File: src/rtl/time_base_pkg.sv
package time_base_pkg;
  localparam int unsigned NUM_PPS_SRC = 2;
  localparam int unsigned FLAG_EDGE_BIT = 0;
  localparam int unsigned FLAG_SRC_BIT  = 1;

  typedef enum logic {
    EDGE_FALL = 1'b0,
    EDGE_RISE = 1'b1
  } pps_edge_e;

  typedef enum logic {
    SRC_EXT   = 1'b0,
    SRC_CABLE = 1'b1
  } pps_src_e;
endpackage

File: src/rtl/pps_edge_detect.sv
module pps_edge_detect #(
  parameter int unsigned NUM_SRC     = 2,
  parameter int unsigned SYNC_STAGES = 2,
  localparam int unsigned SEL_W = (NUM_SRC > 1) ? $clog2(NUM_SRC) : 1
) (
  input  logic               clk_i,
  input  logic               rst_ni,
  input  logic [NUM_SRC-1:0] pps_i,
  input  logic [SEL_W-1:0]   sel_i,
  input  logic               rise_i,
  output logic               pulse_o
);
  logic [NUM_SRC-1:0] pulse_vec;

  // each source keeps its own history so a source switch makes no false edge
  for (genvar g = 0; g < NUM_SRC; g++) begin : g_src
    logic [SYNC_STAGES:0] hist_q;
    logic                 cur, prev;

    always_ff @(posedge clk_i or negedge rst_ni) begin
      if (!rst_ni) hist_q <= '0;
      else         hist_q <= {hist_q[SYNC_STAGES-1:0], pps_i[g]};
    end

    assign cur  = hist_q[SYNC_STAGES-1];
    assign prev = hist_q[SYNC_STAGES];
    assign pulse_vec[g] = rise_i ? (cur & ~prev) : (~cur & prev);
  end

  assign pulse_o = pulse_vec[sel_i];
endmodule

File: src/rtl/time_load_stage.sv
module time_load_stage #(
  parameter int unsigned WORD_W = 32
) (
  input  logic              clk_i,
  input  logic              rst_ni,
  input  logic              wr_secs_i,
  input  logic              wr_ticks_i,
  input  logic [WORD_W-1:0] data_i,
  input  logic              imm_i,
  input  logic              pps_pulse_i,
  output logic [WORD_W-1:0] stage_secs_o,
  output logic [WORD_W-1:0] stage_ticks_o,
  output logic              pending_o,
  output logic              commit_o
);
  logic [WORD_W-1:0] secs_q, ticks_q;
  logic              pend_q;

  assign commit_o = pend_q & (imm_i | pps_pulse_i);

  always_ff @(posedge clk_i or negedge rst_ni) begin
    if (!rst_ni) begin
      secs_q  <= '0;
      ticks_q <= '0;
      pend_q  <= 1'b0;
    end else begin
      if (wr_secs_i) secs_q <= data_i;
      if (wr_ticks_i) begin
        ticks_q <= data_i;
        pend_q  <= 1'b1;   // re-arm wins over a same-cycle commit
      end else if (commit_o) begin
        pend_q  <= 1'b0;
      end
    end
  end

  assign stage_secs_o  = secs_q;
  assign stage_ticks_o = ticks_q;
  assign pending_o     = pend_q;
endmodule

File: src/rtl/time_counter.sv
module time_counter #(
  parameter int unsigned WORD_W = 32
) (
  input  logic              clk_i,
  input  logic              rst_ni,
  input  logic              load_i,
  input  logic [WORD_W-1:0] load_secs_i,
  input  logic [WORD_W-1:0] load_ticks_i,
  input  logic [WORD_W-1:0] tps_i,
  output logic [WORD_W-1:0] secs_o,
  output logic [WORD_W-1:0] ticks_o
);
  logic [WORD_W-1:0] secs_q, ticks_q, last_tick;
  logic              wrap;

  assign last_tick = tps_i - 1'b1;
  assign wrap      = (ticks_q >= last_tick);

  always_ff @(posedge clk_i or negedge rst_ni) begin
    if (!rst_ni) begin
      secs_q  <= '0;
      ticks_q <= '0;
    end else if (load_i) begin
      secs_q  <= load_secs_i;
      ticks_q <= load_ticks_i;
    end else if (wrap) begin
      secs_q  <= secs_q + 1'b1;
      ticks_q <= '0;
    end else begin
      ticks_q <= ticks_q + 1'b1;
    end
  end

  assign secs_o  = secs_q;
  assign ticks_o = ticks_q;
endmodule

File: src/rtl/pps_time_base.sv
module pps_time_base
  import time_base_pkg::*;
#(
  parameter int unsigned WORD_W      = 32,
  parameter int unsigned SYNC_STAGES = 2,
  parameter logic [31:0] RESET_TPS   = 32'd250_000_000,
  localparam int unsigned TIME_W = 2 * WORD_W
) (
  input  logic              clk_i,
  input  logic              rst_ni,
  input  logic              pps_ext_i,
  input  logic              pps_cable_i,
  input  logic              wr_secs_i,
  input  logic              wr_ticks_i,
  input  logic              wr_flags_i,
  input  logic              wr_imm_i,
  input  logic              wr_tps_i,
  input  logic [WORD_W-1:0] cfg_data_i,
  output logic [TIME_W-1:0] time_now_o,
  output logic              pps_pulse_o,
  output logic              pending_o
);
  pps_edge_e         edge_q;
  pps_src_e          src_q;
  logic              imm_q;
  logic [WORD_W-1:0] tps_q;
  logic              commit;
  logic [WORD_W-1:0] stage_secs, stage_ticks, secs, ticks;
  logic [TIME_W-1:0] stage_time;
  logic [NUM_PPS_SRC-1:0] pps_vec;

  always_ff @(posedge clk_i or negedge rst_ni) begin
    if (!rst_ni) begin
      edge_q <= EDGE_FALL;
      src_q  <= SRC_EXT;
      imm_q  <= 1'b0;
      tps_q  <= WORD_W'(RESET_TPS);
    end else begin
      if (wr_flags_i) begin
        edge_q <= pps_edge_e'(cfg_data_i[FLAG_EDGE_BIT]);
        src_q  <= pps_src_e'(cfg_data_i[FLAG_SRC_BIT]);
      end
      if (wr_imm_i) imm_q <= cfg_data_i[0];
      if (wr_tps_i) tps_q <= cfg_data_i;
    end
  end

  assign pps_vec[SRC_EXT]   = pps_ext_i;
  assign pps_vec[SRC_CABLE] = pps_cable_i;

  pps_edge_detect #(
    .NUM_SRC    (NUM_PPS_SRC),
    .SYNC_STAGES(SYNC_STAGES)
  ) u_edge (
    .clk_i  (clk_i),
    .rst_ni (rst_ni),
    .pps_i  (pps_vec),
    .sel_i  (src_q),
    .rise_i (edge_q == EDGE_RISE),
    .pulse_o(pps_pulse_o)
  );

  time_load_stage #(.WORD_W(WORD_W)) u_stage (
    .clk_i        (clk_i),
    .rst_ni       (rst_ni),
    .wr_secs_i    (wr_secs_i),
    .wr_ticks_i   (wr_ticks_i),
    .data_i       (cfg_data_i),
    .imm_i        (imm_q),
    .pps_pulse_i  (pps_pulse_o),
    .stage_secs_o (stage_secs),
    .stage_ticks_o(stage_ticks),
    .pending_o    (pending_o),
    .commit_o     (commit)
  );

  time_counter #(.WORD_W(WORD_W)) u_cnt (
    .clk_i       (clk_i),
    .rst_ni      (rst_ni),
    .load_i      (commit),
    .load_secs_i (stage_secs),
    .load_ticks_i(stage_ticks),
    .tps_i       (tps_q),
    .secs_o      (secs),
    .ticks_o     (ticks)
  );

  assign stage_time = {stage_secs, stage_ticks};
  assign time_now_o = {secs, ticks};
endmodule

File: config.mk
export PLATFORM = sky130hd
export DESIGN_NAME = pps_time_base
export DESIGN_NICKNAME = d
export VERILOG_FILES = /design/src/rtl/time_base_pkg.sv /design/src/rtl/pps_edge_detect.sv /design/src/rtl/time_load_stage.sv /design/src/rtl/time_counter.sv /design/src/rtl/pps_time_base.sv
export SDC_FILE = /design/constraint.sdc
export NUM_CORES = 1
export LEC_CHECK = 0
export ABC_AREA = 1
export BUFFER_PORTS_ARGS = -buffer_cell sky130_fd_sc_hd__buf_4
export CORE_MARGIN = 5
export CORE_UTILIZATION = 60
export CTS_CLUSTER_SIZE = 25
export DETAILED_ROUTE_END_ITERATION = 7
export HOLD_SLACK_MARGIN = 0.12
export MAX_ROUTING_LAYER = met4
export PLACE_DENSITY = 0.77
export SLEW_MARGIN = 30
export SYNTH_ARGS = -nofsm -noshare
export SYNTH_HDL_FRONTEND = slang
export SYNTH_SLANG_ARGS = --single-unit
File: constraint.sdc
create_clock -name clk_i -period 3.5 [get_ports clk_i]
set_clock_uncertainty 0.05 [all_clocks]
set_input_delay 0.175 -clock clk_i [delete_from_list [all_inputs] [get_ports clk_i]]
set_output_delay 0.175 -clock clk_i [all_outputs]
set_load 0.03 [all_outputs]
After elaboration in Yosys (flattened, before gate mapping)
Cells that the tools add are included. W data, S select, Z words.

Add/sub/neg operators: 3. $lt $le $gt $ge: 2. Muxes and demuxes: 10. Bitwise operators: 10. Reduce and logical (&&, ||, !) cells: 2.

Operators by type and width (count): $mux W32 (4); $add A32 B1 Y32 const B (2); $ge A32 B32 Y1 (1); $sub A32 B1 Y32 const B (1); $mux W1 (6); $and A1 B1 Y1 (5); $not A1 Y1 (4); $reduce_bool A2 Y1 (2); $lt A1 B2 Y1 const B (1); $or A1 B1 Y1 (1).

Flip-flop bits (word level): 170.

Logic depth before layout (Yosys ltp)
Depth in word-level cells: 9. Mapped depth: 23.

By module
A second synthesis with hierarchy kept.

Cells, all modules: 1447. Area, all modules: 10536.4 µm².

By module, submodules not included: time_counter (instances 1, cells an instance 997, area an instance 6180.9 µm², sequential area each 1601.5 µm²); time_load_stage (instances 1, cells an instance 277, area an instance 2711.4 µm², sequential area each 1626.6 µm²); pps_time_base (instances 1, cells an instance 150, area an instance 1427.6 µm², sequential area each 892.1 µm²); pps_edge_detect (instances 1, cells an instance 23, area an instance 216.5 µm², sequential area each 150.1 µm²).

Least setup slack after synthesis
No wires, ideal clock.

Kind: register -> register. Start point: register tps_q[0]. End point: register u_cnt.secs_q[26], in the netlist u_cnt.secs_o[26]. Data arrival time: 2.741 ns. Path slack: 0.591 ns. Cell stages (with the launch flop): 19. Buffers on the path: 2. Clock period less this slack: 2.909 ns. Cells stage by stage: dfrtp_1 > inv_1 > ha_1 > nand3_1 > nor2_2 > nand2_1 > inv_1 > nand3_1 > nor3_1 > xor2_1 > ha_1 > nand2_1 > nor3_1 > and3_1 > nand2_1 > buf_2 > clkbuf_1 > nand3_1 > nand2_1.

Cells in the longest elaborated chain, start to end: 3.

Ends and longest elaborated chain: start, declared (RTL line pps_time_base.sv:26) `logic [WORD_W-1:0] tps_q;`; start signal, assigned (RTL line pps_time_base.sv:37) `tps_q <= WORD_W'(RESET_TPS);`; start signal, assigned (RTL line pps_time_base.sv:44) `if (wr_tps_i) tps_q <= cfg_data_i;`; $sub A32 B1 Y32 (RTL line time_counter.sv:16) `assign last_tick = tps_i - 1'b1;`; $ge A32 B32 Y1 (RTL line time_counter.sv:17) `assign wrap = (ticks_q >= last_tick);`; $reduce_bool A2 Y1 (no source line); end signal, assigned (RTL line time_counter.sv:24) `secs_q <= load_secs_i;`; end signal, assigned (RTL line time_counter.sv:27) `secs_q <= secs_q + 1'b1;`; end, declared (RTL line time_counter.sv:13) `logic [WORD_W-1:0] secs_q, ticks_q, last_tick;`.

No other way between the ends. A chain may end at the register's enable or synchronous reset.

Worst setup path in the final report
Start point: register tps_q[1]. End point: register u_cnt.ticks_q[28], in the netlist u_cnt.ticks_o[28].

Cells in the longest elaborated chain, start to end: 4.

Ends and longest elaborated chain: $sub A32 B1 Y32 (RTL line time_counter.sv:16); $ge A32 B32 Y1 (RTL line time_counter.sv:17); $mux W32 (RTL line time_counter.sv:26) `end else if (wrap) begin`; $mux W32 (RTL line time_counter.sv:23) `end else if (load_i) begin`; end signal, assigned (RTL line time_counter.sv:25) `ticks_q <= load_ticks_i;`; end signal, assigned (RTL line time_counter.sv:30) `ticks_q <= ticks_q + 1'b1;`; end, declared (RTL line time_counter.sv:13).

No other way between the ends.

==> reports/metrics.cfg <==
[worst_setup_path]
r2r_cells=16
end_kind=flop
rrSetupSlack_ps=270
cp.arrival_ps=3500
critPathKind=flop to flop
critPathMaxFanout=31
start_kind=flop
crit_required_ps=3770
timing.rr.end=u_cnt.ticks_o[28]
r2r-start=tps_q[1]

[synthesis]
ys_ff_latch=170
synth_edf_count=0
yosysSeqAreaShare=0.4237
yosys.cell_types.count=32
synth.most_common_cell=nand2_1
yosysWarnings=0
yosys-top-cells-area=dfrtp_1 39%, nand2_1 21%, nor2_1 4.8%, inv_1 4.7%, o21ai_0 4.6%
yosys-top-cells-count=557 x nand2_1, 157 x dfrtp_1, 128 x nor2_1
avgSynthCellArea_um2=7.214
synth_area_mm2=0.01008
syn-num-nets=1473
synthCells=1397
synth_flop_cell=dfrtp_1
yosys.area.top_type=dfrtp_1
synth-async-reset-ratio=1.000
netlist.area_leader.share=0.3898

[power_and_ir_drop]
peakVddDrop_mv=0.4442
p_leak_nw=6.053
p_total_mw=7.866
pwr_density_cell_mw_per_mm2=649.0

[clocking]
clk_path_buf_depth=2
h-tree-depth=4
cts_sinks=170
root_buffer=clkbuf_16
cts_made_buffers=17
cts_tree=built
cts_setup_buffers=0
insertion_delay_ps=440
clk_pin_slew_ps=70

[timing]
tightest_slew_ps=723.1
finalSetupTns_ps=0
holdWs_ps=162.1
fin_ws_ps=265.4
post-route-period-util=0.9242
maxSlewViolCount=0
max_slew_margin=0.5179
final_hold_viol_count=0
min_period_ps=3235
fmax_mhz=309.2
setup_viol_count_final=0

[floorplanning]
die-area_mm2=0.01949
core-area_mm2=0.01652
fp.dieW_um=139.6
ioPinCount=107
rows=47
die_h_um=139.6
initial_core_util=0.6099

[global_route]
grt_max_degree=77
grt_pass1_vias=9343
track_usage=0.3148
antenna_found_initial=1
grt.overflow.total=0
grt_pass1_wl_um=47780

[place]
gp_congestion=0.9466
postPlaceCellArea_mm2=0.01104
port_buffers=106
pre_cts_slack_ps=75.38
dpl.hpwl_um=20760
dp_cells=1687

[min_path]
min-delay-start=wr_tps_i
holdPathEnd=tps_q[15]
hp-class=input port to flop
min_delay_path_depth=3

[finish]
seq_area_mm2=0.004270
fin_nets=1605
multi_input_area_mm2=0.005142
fin_cells=1764
fin_util=0.7335
design_area_mm2=0.01212
final_layout_size_suffix_gt1_frac=0.1245
area_growth_pct=20.26
fillCellCount=1366

[drt]
drcViolationCount=0
vias_per_cell=5.414
post_drt_wl_per_cell_um=16.45
ant_nets=0
drt_pre_antenna_iters=5
drt_iter0_drc=648
via_count=9550
totalWireLength_um=29010

[status]
status=completed

[run]
cap_violations=0

-- where the power goes --
| group | switching [mW] | internal, mW | total [mW] | leakage [nW] |
|---|---|---|---|---|
| clock | 0.916 | 1.02 | 1.94 | 0.296 |
| sequential | 0.588 | 2.37 | 2.96 | 2.08 |
| combinational | 1.84 | 1.13 | 2.97 | 3.67 |
-- how the worst max path moves through the flow --
| stage | from | to | slack, ps | cells after the start |
|---|---|---|---|---|
| 2_1_floorplan | tps_q[0] | u_cnt.secs_o[26] | 590 | 18 |
| 3_3_place_gp | tps_q[2] | u_cnt.secs_o[25] | 60 | 17 |
| 3_5_place_dp | tps_q[2] | u_cnt.secs_o[30] | 80 | 17 |
| 4_1_cts | tps_q[2] | u_cnt.secs_o[11] | 60 | 17 |
| 5_1_grt | tps_q[1] | u_cnt.secs_o[24] | -9 | 22 |
| 6_report | tps_q[1] | u_cnt.ticks_o[28] | 270 | 16 |
-- worst max-delay path: stages, from the launching register on --
cell      delay [ps]
dfrtp_1          410
inv_1            100
ha_1             190
nand3_1          160
inv_1             80
nand2_1           60
nor2_1           260
nand4_1          210
xor2_1           200
ha_1             300
nand4_1          130
nor3_1           210
and3_1           210
nand2_2           90
buf_4            260
nand3b_1         140
nand2_1           60
-- registers in the layout, indices dropped and copies added, names as in the netlist --
register and cells:
u_stage.stage_secs_o 32, imm_q 1, u_edge.g_src.hist_q 6, src_q 1, u_cnt.secs_o 32, u_stage.stage_ticks_o 32
edge_q 1, u_stage.pending_o 1, tps_q 32, u_cnt.ticks_o 32
-- cell families after synthesis --
| family | count (synthesis) | share of synthesized area |
|---|---|---|
| simple gates | 844 | 0.3481 |
| compound gates | 108 | 0.05413 |
| flops | 170 | 0.4237 |
| buf+inv | 173 | 0.07014 |
| mux | 9 | 0.01006 |
| fa+ha+maj | 35 | 0.04345 |
| xor+xnor | 58 | 0.05040 |
-- cell usage in the layout, fill, tap and decap left out, types with 2 or more instances in the layout --
cell           Yosys  routed
dfstp_2           13      13
o21ai_0           92      92
xnor2_1           10      10
nand3b_1          35      35
nand2_1          557     554
nor4_1             3       3
nor2_4             2       5
inv_6              0       5
nor2_1           128     124
nor3_1            17      17
ha_1              35      35
nor2_2             5       6
dlygate4sd3_1      0      43
clkinv_8           0       2
or2_2              2       2
dfrtp_1          157     157
diode_2            0       2
clkbuf_16          0      17
mux2_2             9       9
clkinv_2           0       2
buf_4              2     111
inv_2              2       3
nand2_2            0       3
xor2_1            48      48
inv_1            125     124
nand3_1           84      84
nand4_1            7       7
a21oi_1           13      13
buf_12             0       4
inv_8              0       4
-- timing repair --
action                                  in CTS  in global routing
resized for setup                            0                 14
hold buffers                                43                  0
endpoints found under the setup margin       0                 64
hold endpoints to repair                   170                  0
-- metal layers --
| metal | wire length [um] | share of wire | track usage |
|---|---|---|---|
| met5 | 0 | 0 | - |
| met4 | 1037 | 0.036 | 0.1163 |
| met3 | 1690 | 0.058 | 0.04837 |
| met2 | 13630 | 0.47 | 0.4929 |
| met1 | 12660 | 0.44 | 0.4194 |
-- area by class of cell --
| class | instances | area share |
|---|---|---|
| Timing Repair Buffer | 159 | 0.1118 |
| Tap cell | 220 | 0.02271 |
| Inverter | 127 | 0.03933 |
| Clock buffer | 17 | 0.03510 |
| Multi-Input combinational cell | 1054 | 0.4243 |
| Antenna cell | 2 | 0.0004129 |
| Clock inverter | 15 | 0.01404 |
| Sequential cell | 170 | 0.3523 |
Power figures use the tool's default switching activity.
